===== config.mk =====
export PLATFORM = sky130hd
export DESIGN_NAME = eff_addr_gen
export DESIGN_NICKNAME = d
export VERILOG_FILES = /design/src/rtl/eag_pkg.sv /design/src/rtl/eag_decode.sv /design/src/rtl/eag_ptr_fsm.sv /design/src/rtl/eff_addr_gen.sv
export SDC_FILE = /design/constraint.sdc
export NUM_CORES = 1
export LEC_CHECK = 0
export ABC_AREA = 1
export CAP_MARGIN = 10
export CORE_MARGIN = 3
export CORE_UTILIZATION = 39
export CTS_CLUSTER_SIZE = 20
export DETAILED_ROUTE_END_ITERATION = 6
export GPL_ROUTABILITY_DRIVEN = 0
export PLACE_DENSITY = 0.62
export SKIP_CTS_REPAIR_TIMING = 1
export SYNTH_ARGS = -nofsm -noshare
export SYNTH_HDL_FRONTEND = slang
export SYNTH_SLANG_ARGS = --single-unit

===== constraint.sdc =====
create_clock -name clk -period 9.13 [get_ports clk]
set_clock_uncertainty 0.05 [all_clocks]
set_input_delay 1.826 -clock clk [delete_from_list [all_inputs] [get_ports clk]]
set_output_delay 1.826 -clock clk [all_outputs]
set_load 0.05 [all_outputs]

===== src/rtl/eag_pkg.sv =====
package eag_pkg;
  typedef enum logic [3:0] {
    AM_ZP   = 4'd0,
    AM_ZPX  = 4'd1,
    AM_ZPY  = 4'd2,
    AM_ABS  = 4'd3,
    AM_ABSX = 4'd4,
    AM_ABSY = 4'd5,
    AM_IZX  = 4'd6,
    AM_IZY  = 4'd7,
    AM_IZP  = 4'd8,
    AM_JIND = 4'd9,
    AM_JINX = 4'd10,
    AM_REL  = 4'd11
  } am_e;

  typedef enum logic [1:0] {
    PS_IDLE = 2'd0,
    PS_LO   = 2'd1,
    PS_HI   = 2'd2,
    PS_FIN  = 2'd3
  } ps_e;
endpackage


===== src/rtl/eag_decode.sv =====
module eag_decode
  import eag_pkg::*;
#(
  parameter int DW = 8
) (
  input  am_e               mode,
  input  logic [DW-1:0]     op_lo,
  input  logic [DW-1:0]     op_hi,
  input  logic [DW-1:0]     ix,
  input  logic [DW-1:0]     iy,
  input  logic [2*DW-1:0]   pc,
  output logic [2*DW-1:0]   direct_ea,
  output logic [2*DW-1:0]   ptr_lo_addr,
  output logic [2*DW-1:0]   ptr_hi_addr,
  output logic              indirect,
  output logic              post_y
);
  localparam int AW = 2 * DW;
  localparam logic [DW-1:0] PAGE0 = '0;

  logic [DW-1:0] zsum_x, zsum_y, zsum_x_inc, zlo_inc;
  logic [AW-1:0] opw, abs_x, abs_y, jx, jx_inc, rel_t;
  logic [AW-1:0] off_sext;

  assign zsum_x     = op_lo + ix;
  assign zsum_y     = op_lo + iy;
  assign zsum_x_inc = zsum_x + 1'b1;
  assign zlo_inc    = op_lo + 1'b1;
  assign opw        = {op_hi, op_lo};
  assign abs_x      = opw + {PAGE0, ix};
  assign abs_y      = opw + {PAGE0, iy};
  assign jx         = abs_x;
  assign jx_inc     = jx + 1'b1;
  assign off_sext   = {{DW{op_lo[DW-1]}}, op_lo};
  assign rel_t      = pc + off_sext;

  always_comb begin
    direct_ea   = opw;
    ptr_lo_addr = opw;
    ptr_hi_addr = opw;
    indirect    = 1'b0;
    post_y      = 1'b0;
    case (mode)
      AM_ZP:   direct_ea = {PAGE0, op_lo};
      AM_ZPX:  direct_ea = {PAGE0, zsum_x};
      AM_ZPY:  direct_ea = {PAGE0, zsum_y};
      AM_ABS:  direct_ea = opw;
      AM_ABSX: direct_ea = abs_x;
      AM_ABSY: direct_ea = abs_y;
      AM_REL:  direct_ea = rel_t;
      AM_IZX: begin
        indirect    = 1'b1;
        ptr_lo_addr = {PAGE0, zsum_x};
        ptr_hi_addr = {PAGE0, zsum_x_inc};
      end
      AM_IZY: begin
        indirect    = 1'b1;
        post_y      = 1'b1;
        ptr_lo_addr = {PAGE0, op_lo};
        ptr_hi_addr = {PAGE0, zlo_inc};
      end
      AM_IZP: begin
        indirect    = 1'b1;
        ptr_lo_addr = {PAGE0, op_lo};
        ptr_hi_addr = {PAGE0, zlo_inc};
      end
      AM_JIND: begin
        // high byte stays in the page of the low byte
        indirect    = 1'b1;
        ptr_lo_addr = opw;
        ptr_hi_addr = {op_hi, zlo_inc};
      end
      AM_JINX: begin
        indirect    = 1'b1;
        ptr_lo_addr = jx;
        ptr_hi_addr = jx_inc;
      end
      default: direct_ea = opw;
    endcase
  end
endmodule


===== src/rtl/eag_ptr_fsm.sv =====
module eag_ptr_fsm
  import eag_pkg::*;
#(
  parameter int DW = 8
) (
  input  logic            clk,
  input  logic            rst_n,
  input  logic            launch,
  input  logic [2*DW-1:0] ptr_lo_in,
  input  logic [2*DW-1:0] ptr_hi_in,
  input  logic [DW-1:0]   mem_data,
  output logic            mem_rd,
  output logic [2*DW-1:0] mem_addr,
  output logic            busy,
  output logic            fin,
  output logic [2*DW-1:0] ptr_word
);
  localparam int AW = 2 * DW;

  ps_e           state_q, state_n;
  logic [AW-1:0] lo_addr_q, hi_addr_q;
  logic [DW-1:0] lo_byte_q;
  logic          cap_lo;

  always_comb begin
    state_n = state_q;
    case (state_q)
      PS_IDLE: if (launch) state_n = PS_LO;
      PS_LO:   state_n = PS_HI;
      PS_HI:   state_n = PS_FIN;
      PS_FIN:  state_n = PS_IDLE;
      default: state_n = PS_IDLE;
    endcase
  end

  always_ff @(posedge clk or negedge rst_n) begin
    if (!rst_n) state_q <= PS_IDLE;
    else        state_q <= state_n;
  end

  always_ff @(posedge clk) begin
    if (launch) begin
      lo_addr_q <= ptr_lo_in;
      hi_addr_q <= ptr_hi_in;
    end
  end

  assign cap_lo = (state_q == PS_HI);

  always_ff @(posedge clk) begin
    if (cap_lo) lo_byte_q <= mem_data;
  end

  assign mem_rd   = (state_q == PS_LO) || (state_q == PS_HI);
  assign mem_addr = (state_q == PS_LO) ? lo_addr_q :
                    (state_q == PS_HI) ? hi_addr_q : '0;
  assign busy     = (state_q != PS_IDLE);
  assign fin      = (state_q == PS_FIN);
  assign ptr_word = {mem_data, lo_byte_q};


  rd_start_pair_chk: assert property (@(posedge clk) disable iff (!rst_n)
    $rose(mem_rd) |=> mem_rd);


  rd_two_only_chk: assert property (@(posedge clk) disable iff (!rst_n)
    (mem_rd && $past(mem_rd)) |=> !mem_rd);


  fin_after_reads_chk: assert property (@(posedge clk) disable iff (!rst_n)
    fin |-> ($past(mem_rd) && !mem_rd));
endmodule


===== src/rtl/eff_addr_gen.sv =====
module eff_addr_gen
  import eag_pkg::*;
#(
  parameter int DW = 8
) (
  input  logic            clk,
  input  logic            rst_n,
  input  logic            start,
  input  logic [3:0]      mode,
  input  logic [DW-1:0]   op_lo,
  input  logic [DW-1:0]   op_hi,
  input  logic [DW-1:0]   x_idx,
  input  logic [DW-1:0]   y_idx,
  input  logic [2*DW-1:0] pc_next,
  output logic            mem_rd,
  output logic [2*DW-1:0] mem_addr,
  input  logic [DW-1:0]   mem_data,
  output logic            busy,
  output logic            valid,
  output logic [2*DW-1:0] ea_out
);
  localparam int AW = 2 * DW;

  am_e           mode_e, mode_q;
  logic [AW-1:0] direct_ea, ptr_lo_addr, ptr_hi_addr, ptr_word;
  logic          indirect, post_y, accept, launch, fin;
  logic          post_y_q, valid_q, valid_n, ea_en;
  logic [DW-1:0] y_q;
  logic [AW-1:0] ea_q, ea_n, y_add;

  assign mode_e = am_e'(mode);
  assign accept = start && !busy;
  assign launch = accept && indirect;

  eag_decode #(.DW(DW)) u_dec (
    .mode        (mode_e),
    .op_lo       (op_lo),
    .op_hi       (op_hi),
    .ix          (x_idx),
    .iy          (y_idx),
    .pc          (pc_next),
    .direct_ea   (direct_ea),
    .ptr_lo_addr (ptr_lo_addr),
    .ptr_hi_addr (ptr_hi_addr),
    .indirect    (indirect),
    .post_y      (post_y)
  );

  eag_ptr_fsm #(.DW(DW)) u_fsm (
    .clk       (clk),
    .rst_n     (rst_n),
    .launch    (launch),
    .ptr_lo_in (ptr_lo_addr),
    .ptr_hi_in (ptr_hi_addr),
    .mem_data  (mem_data),
    .mem_rd    (mem_rd),
    .mem_addr  (mem_addr),
    .busy      (busy),
    .fin       (fin),
    .ptr_word  (ptr_word)
  );

  assign y_add = post_y_q ? {{DW{1'b0}}, y_q} : '0;

  always_comb begin
    ea_n    = ea_q;
    ea_en   = 1'b0;
    valid_n = 1'b0;
    if (accept && !indirect) begin
      ea_n    = direct_ea;
      ea_en   = 1'b1;
      valid_n = 1'b1;
    end else if (fin) begin
      ea_n    = ptr_word + y_add;
      ea_en   = 1'b1;
      valid_n = 1'b1;
    end
  end

  always_ff @(posedge clk or negedge rst_n) begin
    if (!rst_n) begin
      valid_q <= 1'b0;
      mode_q  <= AM_ZP;
    end else begin
      valid_q <= valid_n;
      if (accept) mode_q <= mode_e;
    end
  end

  always_ff @(posedge clk) begin
    if (ea_en) ea_q <= ea_n;
    if (launch) begin
      y_q      <= y_idx;
      post_y_q <= post_y;
    end
  end

  assign valid  = valid_q;
  assign ea_out = ea_q;


  zp_result_page_chk: assert property (@(posedge clk) disable iff (!rst_n)
    (valid && (mode_q == AM_ZP || mode_q == AM_ZPX || mode_q == AM_ZPY))
      |-> (ea_out[AW-1:DW] == '0));


  zp_pointer_page_chk: assert property (@(posedge clk) disable iff (!rst_n)
    (mem_rd && (mode_q == AM_IZX || mode_q == AM_IZY || mode_q == AM_IZP))
      |-> (mem_addr[AW-1:DW] == '0));


  jind_same_page_chk: assert property (@(posedge clk) disable iff (!rst_n)
    (mem_rd && $past(mem_rd) && mode_q == AM_JIND)
      |-> (mem_addr[AW-1:DW] == $past(mem_addr[AW-1:DW])));


  busy_valid_excl_chk: assert property (@(posedge clk) disable iff (!rst_n)
    !(busy && valid));


  busy_ignore_chk: assert property (@(posedge clk) disable iff (!rst_n)
    (busy && start) |=> $stable(mode_q));
endmodule


==> flow_summary.toml <==
[run_status]
status = "finished clean"

[timing]
hold_viol_final = 0
report.final.slew_viol_count = 0
period_needed_ns = 4.84
fin_setup_tns_ns = 0
setup_viol = 0
rsz0062_at_grt = "no"
fin_ws_ns = 4.29
tightest_slew_ns = 1.14
finalCritPeriodShare_pct = 53.0
slew_headroom_pct = 23.8
fmax_ghz = 0.207

[final_layout]
multiInputGateArea_um2 = 3940
area_delta_synth_final_pct = 22.5
regArea_um2 = 2030
drive_above_1_share_pct = 6.03
antenna_cells = 0
final_nets = 1121
fill_cells = 1616

[synth]
synth_nets = 1023
yosysWarnings = 0
mappedNetlistArea_um2 = 6460
ys_types = 45
synthFlopType = "edfxtp_1"
synthArstFlopShare_pct = 4.41
ys_seq_area_share_pct = 31.4
syn_avg_cell_area_um2 = 7.10
ys_ff_latch = 68
syn-instance-count = 910
synth_edf_count = 65

[cts]
worstSkewPairLatency_ns = 0.34
clock_path_buffers = 2
cts-buffers-inserted = 9
clk_pin_slew_worst_paths_ns = 0.05
cts_tree = "yes"
cts_root_buffer = "clkbuf_16"
ctsHtreeMaxLevel = 3
clkSinkCount = 68

[placement]
hpwl_mm = 15.6
io_buffer_count = 97
dpl_worst_slack_ns = 4.03

[floorplan]
fp-row-count = 46
die_y_um = 135
start_util_pct = 40.3
die_area_um2 = 18200
die-width_um = 135
coreArea_um2 = 16100
io_pins = 98

[setup_path]
critical_path_arrival_ns = 2.96
crit_type = "reg2out"
end_kind = "output pin"
crit_start = "u_fsm.state_q[0]"
reg2reg_from = "post_y_q"
path_max_fanout = 25
required_ns = 7.25
critPathLaunchType = "register"

[flow_run]
maxCapViolCount = 0

[routing]
vias = 6409
ant_nets = 0
drc_errors = 0
dr.pass1.iters = 6
wirelength_mm = 19.4
drtIter0Drc = 477
via_per_inst = 5.22
drt-wirelength-per-cell_um = 15.8

[global_routing]
overflow = 0
antenna_found_initial = 0
grt_max_degree = 42
grtUsageTotal_pct = 21.6
grt_pass1_vias = 5877
grt_pass1_wl_mm = 30.9

[power]
p_per_area_nw_per_um2 = 207
power_uw = 1640
max-vdd-ir-drop_uv = 111
power.leakage_uw = 0.00362

[min_path]
hold_class = "reg2reg"
hold_start = "u_fsm.state_q[1]"
==> through the flow <==
step	cell area, um^2	util (%)	hold slack, ns	instances
2_1_floorplan	6460	-	0.545	910
3_3_place_gp	7650	47.6	0.604	1212
3_5_place_dp	7650	47.6	0.619	1212
4_1_cts	7900	49.2	0.627	1227
5_1_grt	7920	49.3	0.664	1228
6_report	7920	49.3	0.621	1228
==> cells in the mapped netlist, types with 7 or more instances <==
| library cell | number | area share, % |
|---|---|---|
| o22ai_1 | 9 | 0.87 |
| nand2_2 | 13 | 1.3 |
| ha_1 | 46 | 8.9 |
| a21oi_1 | 53 | 4.1 |
| nand3_1 | 106 | 8.2 |
| xnor2_1 | 8 | 1.1 |
| edfxtp_1 | 65 | 30 |
| nand2_1 | 264 | 15 |
| o211ai_1 | 7 | 0.81 |
| xor2_1 | 12 | 1.6 |
| inv_1 | 109 | 6.3 |
| o21ai_1 | 11 | 0.85 |
| o21ai_0 | 53 | 4.1 |
| nor2_1 | 59 | 3.4 |
| nand4_1 | 15 | 1.5 |
==> worst max-delay path, cell delays in order (launching register included) <==
cell             delay, ns
dfrtp_1               0.40
inv_1                 0.13
ha_1                  0.94
nand3_1               0.16
nand2_1               0.15
clkdlybuf4s50_1       0.83
==> logic make-up after synthesis <==
group                    share of synthesized area [%]
buffers and inverters                             7.82
multiplexers                                     0.155
AND/OR/NAND/NOR                                   33.8
adder cells (fa/ha/maj)                           10.1
XOR/XNOR                                          2.71
AO/OA/AOI/OAI                                     14.1
flip-flops                                        31.4
==> per-layer routing <==
metal	GRT usage, %	share of wire [%]	vias up
li1	-	-	3278
met1	30.2	46	2929
met2	35.5	47	187
met3	3.20	5.8	15
met4	4.92	1.2	0
met5	0	0	-
==> flip-flops by register name (all words and copies together) (netlist names) <==
signal	cells
post_y_q	1
u_fsm.lo_addr_q	16
u_fsm.lo_byte_q	8
ea_out	16
valid	1
y_q	8
u_fsm.hi_addr_q	16
u_fsm.state_q	2
==> layout by cell type, fill, tap and decap left out, types with 4 or more instances in the layout <==
master,count
xor2_1,12
nand2_2,13
inv_1,109
a21o_1,5
o21ai_1,11
a21oi_2,4
a21oi_1,53
nor2_4,6
clkdlybuf4s50_1,97
a31oi_1,5
nor2_2,5
nand3_1,106
nand4_1,15
fa_1,4
edfxtp_1,65
clkbuf_16,9
o211ai_1,7
xnor2_1,8
nor2_1,58
nand3_2,4
nand2_1,264
nor3_1,6
o22ai_1,9
inv_2,4
ha_1,46
o21ai_0,53
==> where the power goes <==
| part | switching [uW] | internal, uW | total [uW] |
|---|---|---|---|
| combinational | 605 | 274 | 880 |
| sequential | 19.9 | 429 | 449 |
| clock | 126 | 181 | 307 |
==> path summary, 6_finish.rpt <==
kind	end	slack [ns]	cells after the start
setup / recovery	mem_addr[15]	4.29	5
setup reg to reg	ea_out[10]	6.21	13
hold reg to reg	u_fsm.state_q[1]	0.62	2
hold / removal	u_fsm.state_q[1]	0.62	2
max in group asynchronous	valid	7.27	1
min in group asynchronous	u_fsm.state_q[1]	1.62	1
==> final cells by class <==
cell class                      instances  share of cell area, %
Sequential cell                        68                   25.6
Tap cell                              216                   3.41
Multi-Input combinational cell        715                   49.7
Clock buffer                           12                   2.99
Timing Repair Buffer                   98                   12.5
Inverter                              116                   5.56
Clock inverter                          3                  0.190
Power figures use the tool's default switching activity.
